==> src/rtl/irq_ring_pkg.sv <==
package irq_ring_pkg;

  localparam int unsigned DW_PER_ENTRY = 4;
  localparam int unsigned ENTRY_BYTES  = 16;
  localparam int unsigned DWORD_W      = 32;

  typedef enum logic [2:0] {
    ST_IDLE,
    ST_FETCH,
    ST_SCREEN,
    ST_CREDIT,
    ST_EMIT,
    ST_ADV
  } ring_state_e;

  typedef struct packed {
    logic [7:0]  src_id;
    logic [27:0] src_data;
    logic [7:0]  ring_id;
    logic [7:0]  vmid;
    logic [15:0] pasid;
  } iv_entry_t;

endpackage

==> src/rtl/iv_fetch_buf.sv <==
module iv_fetch_buf #(
  parameter int unsigned N_WORDS = 4,
  parameter int unsigned WORD_W  = 32,
  localparam int unsigned IDX_W  = $clog2(N_WORDS)
) (
  input  logic                            clk_i,
  input  logic                            rst_ni,
  input  logic                            cap_en_i,
  input  logic [IDX_W-1:0]                cap_idx_i,
  input  logic [WORD_W-1:0]               data_i,
  output logic [N_WORDS-1:0][WORD_W-1:0]  words_o
);

  for (genvar g = 0; g < N_WORDS; g++) begin : g_word
    always_ff @(posedge clk_i or negedge rst_ni) begin
      if (!rst_ni) begin
        words_o[g] <= '0;
      end else if (cap_en_i && (cap_idx_i == IDX_W'(g))) begin
        words_o[g] <= data_i;
      end
    end
  end

endmodule

==> src/rtl/iv_fields.sv <==
module iv_fields
  import irq_ring_pkg::*;
#(
  parameter logic [7:0] FAULT_ID_A = 8'd146,
  parameter logic [7:0] FAULT_ID_B = 8'd147
) (
  input  logic [DW_PER_ENTRY-1:0][DWORD_W-1:0] words_i,
  output iv_entry_t                            entry_o,
  output logic                                 is_fault_o
);

  always_comb begin
    entry_o.src_id   = words_i[0][7:0];
    entry_o.src_data = words_i[1][27:0];
    entry_o.ring_id  = words_i[2][7:0];
    entry_o.vmid     = words_i[2][15:8];
    entry_o.pasid    = words_i[2][31:16];
    is_fault_o       = (entry_o.src_id == FAULT_ID_A) || (entry_o.src_id == FAULT_ID_B);
  end

endmodule

==> src/rtl/irq_ring_decoder.sv <==
module irq_ring_decoder
  import irq_ring_pkg::*;
#(
  parameter int unsigned RING_BYTES = 1024,
  parameter int unsigned WPTR_W     = 32,
  parameter int unsigned OVF_BIT    = 0,
  parameter logic [7:0]  FAULT_ID_A = 8'd146,
  parameter logic [7:0]  FAULT_ID_B = 8'd147,
  localparam int unsigned PTR_W     = $clog2(RING_BYTES),
  localparam int unsigned WADDR_W   = PTR_W - 2
) (
  input  logic               clk_i,
  input  logic               rst_ni,
  input  logic [WPTR_W-1:0]  wptr_i,
  output logic               rd_en_o,
  output logic [WADDR_W-1:0] rd_addr_o,
  input  logic [31:0]        rd_data_i,
  output logic               cred_req_o,
  output logic [15:0]        cred_pasid_o,
  input  logic               cred_ack_i,
  input  logic               cred_grant_i,
  output logic               out_valid_o,
  input  logic               out_ready_i,
  output logic [7:0]         out_src_id_o,
  output logic [27:0]        out_src_data_o,
  output logic [7:0]         out_ring_id_o,
  output logic [7:0]         out_vmid_o,
  output logic [15:0]        out_pasid_o,
  output logic [PTR_W-1:0]   rptr_o,
  output logic               ovf_clr_o
);

  localparam int unsigned CNT_W = $clog2(DW_PER_ENTRY + 1);
  localparam int unsigned IDX_W = $clog2(DW_PER_ENTRY);
  localparam logic [CNT_W-1:0] FETCH_LAST = CNT_W'(DW_PER_ENTRY);
  localparam logic [PTR_W-1:0] STEP       = PTR_W'(ENTRY_BYTES);

  ring_state_e      state_q;
  logic [PTR_W-1:0] rptr_q;
  logic [CNT_W-1:0] cnt_q;
  logic             ovf_clr_q;
  logic             ovf_hold_q;

  logic             ovf_flag;
  logic [PTR_W-1:0] wp_clean;
  logic [PTR_W-1:0] ovf_target;

  logic [DW_PER_ENTRY-1:0][DWORD_W-1:0] words;
  iv_entry_t        entry;
  logic             is_fault;
  logic             cap_en;
  logic [IDX_W-1:0] cap_idx;

  always_comb begin
    ovf_flag          = wptr_i[OVF_BIT];
    wp_clean          = wptr_i[PTR_W-1:0];
    wp_clean[OVF_BIT] = 1'b0;
    ovf_target        = wp_clean + STEP;
  end

  // Reads go out for cnt 0..3; data for word cnt-1 lands while cnt is 1..4
  assign rd_en_o   = (state_q == ST_FETCH) && (cnt_q < FETCH_LAST);
  assign rd_addr_o = rptr_q[PTR_W-1:2] + WADDR_W'(cnt_q[IDX_W-1:0]);
  assign cap_en    = (state_q == ST_FETCH) && (cnt_q != '0);
  assign cap_idx   = IDX_W'(cnt_q - CNT_W'(1));

  iv_fetch_buf #(
    .N_WORDS (DW_PER_ENTRY),
    .WORD_W  (DWORD_W)
  ) u_fetch_buf (
    .clk_i     (clk_i),
    .rst_ni    (rst_ni),
    .cap_en_i  (cap_en),
    .cap_idx_i (cap_idx),
    .data_i    (rd_data_i),
    .words_o   (words)
  );

  iv_fields #(
    .FAULT_ID_A (FAULT_ID_A),
    .FAULT_ID_B (FAULT_ID_B)
  ) u_fields (
    .words_i    (words),
    .entry_o    (entry),
    .is_fault_o (is_fault)
  );

  always_ff @(posedge clk_i or negedge rst_ni) begin
    if (!rst_ni) begin
      state_q    <= ST_IDLE;
      rptr_q     <= '0;
      cnt_q      <= '0;
      ovf_clr_q  <= 1'b0;
      ovf_hold_q <= 1'b0;
    end else begin
      ovf_clr_q <= 1'b0;
      if (!ovf_flag) ovf_hold_q <= 1'b0;
      unique case (state_q)
        ST_IDLE: begin
          if (ovf_flag) begin
            if (!ovf_hold_q) begin
              rptr_q     <= ovf_target;
              ovf_clr_q  <= 1'b1;
              ovf_hold_q <= 1'b1;
            end
          end else if (rptr_q != wp_clean) begin
            state_q <= ST_FETCH;
            cnt_q   <= '0;
          end
        end
        ST_FETCH: begin
          cnt_q <= cnt_q + CNT_W'(1);
          if (cnt_q == FETCH_LAST) state_q <= ST_SCREEN;
        end
        ST_SCREEN: state_q <= (is_fault && (entry.pasid != '0)) ? ST_CREDIT : ST_EMIT;
        ST_CREDIT: if (cred_ack_i) state_q <= cred_grant_i ? ST_EMIT : ST_ADV;
        ST_EMIT:   if (out_ready_i) state_q <= ST_ADV;
        ST_ADV: begin
          rptr_q  <= rptr_q + STEP;
          state_q <= ST_IDLE;
        end
        default: state_q <= ST_IDLE;
      endcase
    end
  end

  assign cred_req_o     = (state_q == ST_CREDIT);
  assign cred_pasid_o   = entry.pasid;
  assign out_valid_o    = (state_q == ST_EMIT);
  assign out_src_id_o   = entry.src_id;
  assign out_src_data_o = entry.src_data;
  assign out_ring_id_o  = entry.ring_id;
  assign out_vmid_o     = entry.vmid;
  assign out_pasid_o    = entry.pasid;
  assign rptr_o         = rptr_q;
  assign ovf_clr_o      = ovf_clr_q;

  AST_IDLE_NO_READ: assert property (@(posedge clk_i) disable iff (!rst_ni)
    (state_q == ST_IDLE && rptr_q == wp_clean) |=> !rd_en_o);

  AST_QUERY_IS_FAULT: assert property (@(posedge clk_i) disable iff (!rst_ni)
    cred_req_o |-> ((out_src_id_o == FAULT_ID_A || out_src_id_o == FAULT_ID_B)
                    && cred_pasid_o != '0));

  AST_DENY_DROPS: assert property (@(posedge clk_i) disable iff (!rst_ni)
    (cred_req_o && cred_ack_i && !cred_grant_i) |=> !out_valid_o);

  AST_HOLD_UNDER_BP: assert property (@(posedge clk_i) disable iff (!rst_ni)
    (out_valid_o && !out_ready_i) |=> (out_valid_o && $stable(out_src_id_o)
      && $stable(out_src_data_o) && $stable(out_pasid_o) && $stable(rptr_o)));

  AST_OVF_ONE_PULSE: assert property (@(posedge clk_i) disable iff (!rst_ni)
    ovf_clr_o |=> !ovf_clr_o);

  AST_RPTR_STEP: assert property (@(posedge clk_i) disable iff (!rst_ni)
    ((rptr_q != $past(rptr_q)) && !ovf_clr_o) |-> (rptr_q == $past(rptr_q) + STEP));

endmodule

==> config.mk <==
export PLATFORM = sky130hd
export DESIGN_NAME = irq_ring_decoder
export DESIGN_NICKNAME = d
export VERILOG_FILES = /design/src/rtl/irq_ring_pkg.sv /design/src/rtl/iv_fetch_buf.sv /design/src/rtl/iv_fields.sv /design/src/rtl/irq_ring_decoder.sv
export SDC_FILE = /design/constraint.sdc
export NUM_CORES = 1
export LEC_CHECK = 0
export BUFFER_PORTS_ARGS = -buffer_cell sky130_fd_sc_hd__buf_2
export CAP_MARGIN = 20
export CORE_MARGIN = 1
export CORE_UTILIZATION = 48
export DETAILED_ROUTE_END_ITERATION = 7
export PLACE_DENSITY = 0.79
export SLEW_MARGIN = 40
export SYNTH_ARGS = -nofsm -noshare
export SYNTH_HDL_FRONTEND = slang
export SYNTH_SLANG_ARGS = --single-unit
==> constraint.sdc <==
create_clock -name clk_i -period 2.3 [get_ports clk_i]
set_input_delay 0.23 -clock clk_i [delete_from_list [all_inputs] [get_ports clk_i]]
set_output_delay 0.23 -clock clk_i [all_outputs]
set_load 0.05 [all_outputs]
==> run_results.csv <==
group,metric,value,unit
status,status,"completed",
synth,synth_top_area_share,52.4,%
grt,grt_antenna_before_repair,0,
clock_tree,numCtsBuffers,9,
synth,synth_cell_types,50,
final_layout,final_util,61.1,%
route,drtAntennaViolNets,0,
worst_setup_path,path_buf_inv,1,
worst_setup_path,crit_path_end_kind,"primary output",
route,wl,9090,um
die,io_pins,175,
clock_tree,htree_levels,3,
grt,grt_overflow,0,
place,place.port_buffers,151,
synth,async_flop_share,100,%
route,drtIter0Drc,94,
clock_tree,cts_tree,"done",
synth,synth_mux_area_share,19.9,%
sta,setup_viol,0,
final_layout,layout.nets,544,
synth,syn_nets,407,
route,viasPerCell,5.30,
route,routedWlPerCell,15.8,um
route,drc,0,
synth,ys.warnings.count,0,
synth,syn-cell-area,4060,um2
place,place_congestion,0.837,
final_layout,layout_commonest_cell,"buf_2",
worst_setup_path,path_depth,5,
sta,skew,0.0119,ns
die,start_util,49.4,%
final_layout,areaGrowthSynthToFinish,23.8,%
worst_setup_path,r2r_cells,4,
synth,synthXorXnorAreaFrac,3.24,%
clock_tree,cts_root_buf,"clkbuf_8",
clock_tree,clkSinkCount,85,
synth,synthAdderAreaFrac,2.96,%
grt,grtUsageMet1,26.3,%
sta,hold_viol,0,
synth,synth_compound_area_share,6.35,%
synth,syn_inst,329,
route,firstDrtPassIters,4,
die,core,8220,um2
grt,grt_busiest_layer,"met2",
worst_setup_path,critPathMaxFanout,4,
sta,drv_slew,0,
hold_path,hold_class,"in2reg",
grt,grt_use_total,21.3,%
route,vias,3050,
synth,ys_seq_area_share,52.4,%
grt,grt_util_met3,3.88,%
sta,fin_crit,2.25,ns
worst_setup_path,critPathRequiredTime,2.07,ns
hold_path,holdPathStages,3,
worst_setup_path,max_stage_delay,0.45,ns
clock_tree,cts_buffer_depth,2,
grt,grt_max_degree,51,
final_layout,n_antenna_cell,0,
die,die_h,93.9,um
sta,slew_headroom,57.3,%
die,rows,33,
clock_tree,cts.clk_slew.worst_paths,0.09,ns
worst_setup_path,cp-start-kind,"register",
synth,ys_seq_elements,85,
worst_setup_path,crit_type,"reg2out",
worst_setup_path,crit_family,"adder cells",
sta,tightest_slew,0.640,ns
synth,synth-main-ff-cell,"dfrtp_1",
place,hpwl,6590,um
synth,netlist_top_cells_area,"dfrtp_1 (52%), mux2_2 (19%), buf_4 (3.1%)",
sta,min_period_over_period,97.7,%
grt,grt_pass1_vias,2970,
worst_setup_path,crit_chain,"ha_1, fa_1, nand3_2, xnor2_1, buf_2",
sta,fmax,445,MHz
clock_tree,clock_latency,0.35,ns
synth,synth.avg_cell_area,12.3,um2
synth,yosys.area_share.simple,9.19,%
worst_setup_path,cp.arrival,2.02,ns
synth,yosysTopAreaCell,"dfrtp_1",
worst_setup_path,cp_slowest_cell,"fa_1",
final_layout,final_cell_mix,"buf_2 (149), dfrtp_1 (84), mux2_2 (69)",
synth,synth_edf_count,0,
final_layout,drive_gt1_share,53.7,%
die,dieWidth,93.9,um
grt,grt_pass1_wl,14500,um
synth,synth_top_family_by_area,"multiplexers",
grt,grt.met2_usage,36.4,%
die,die-area,8820,um2
final_layout,fillCellCount,705,
flow_run,maxCapViolCount,0,
## logic make-up after synthesis
logic type / count (synthesis)
AO/OA/AOI/OAI: 34
XOR/XNOR: 15
flip-flops: 85
buffers and inverters: 40
adder cells (fa/ha/maj): 9
other: 1
AND/OR/NAND/NOR: 73
multiplexers: 72
## per-stage QoR
stage	instance area, um2	hold slack (ns)	instances	setup slack (ns)	setup TNS (ns)
after global placement	4810	0.292	557	0.404	0
after floorplan	4070	-0.0656	329	0.00318	0
final	5020	0.0902	576	0.0521	0
after detailed placement	4810	0.299	557	0.373	0
after CTS	5000	0.0765	574	0.0232	0
after global routing	5020	0.102	576	-0.0148	-0.0267
## worst register-to-register path, cell delays in order, from the launching register on
cell     delay [ns]
dfrtp_1        0.51
or3b_4         0.46
a21oi_4        0.19
nand2_4        0.28
mux2_2         0.38
## synth_stat cells (3+ instances only)
cell	number
xor2_1	4
dfrtp_1	85
mux2_2	69
ha_1	8
inv_1	7
xnor2_1	11
nand3_1	7
nor2b_1	3
a211oi_1	3
a21oi_1	6
nor4_1	5
nor3_1	6
clkbuf_1	7
a31oi_1	4
mux2i_1	3
nand2_1	27
nand4_1	3
buf_4	17
buf_2	7
nor2_1	9
## layout make-up
type                       count  area, um2  area share (%)
timing repair buffer         159        848            16.9
tap                          105        131            2.62
clock buffer                   9        124            2.47
sequential                    85       2130            42.4
multi-input combinational    204       1720            34.2
inverter                       7       26.3           0.523
clock inverter                 7       48.8           0.971
## final timing paths
path	slack, ns	from	endpoint
max in group asynchronous	1.22	rst_ni	u_fetch_buf.words_o[53]
min in group asynchronous	0.45	rst_ni	u_fetch_buf.words_o[76]
worst min-delay path	0.09	wptr_i[3]	rptr_o[3]
worst max-delay path	0.05	rptr_o[2]	rd_addr_o[4]
worst min register to register	0.50	u_fetch_buf.words_o[66]	u_fetch_buf.words_o[66]
worst max register to register	0.36	state_q[0]	u_fetch_buf.words_o[39]
## routing by layer
| metal | up-vias | share of wire, % | routed length [um] |
|---|---|---|---|
| li1 | 1416 | - | - |
| met4 | 0 | 2.5 | 223 |
| met1 | 1498 | 42 | 3830 |
| met2 | 115 | 50 | 4590 |
| met5 | - | 0 | 0 |
| met3 | 21 | 5.0 | 450 |
## repair_timing
item | 4_1_cts | 5_1_grt
hold buffers | 1 | 0
setup buffers | 0 | 2
setup endpoints to repair | 1 | 5
endpoints found under the hold margin | 49 | 0
gates resized for setup | 1 | 3
## registers in the layout (all words and copies together), names as in the netlist
name,count
cnt_q,3
ovf_clr_o,1
ovf_hold_q,1
rptr_o,9
state_q,3
u_fetch_buf.words_o,68
Power is left out: the tool's default activity adds up to more than one toggle a clock period on the data nets, which glitch-free logic cannot reach.
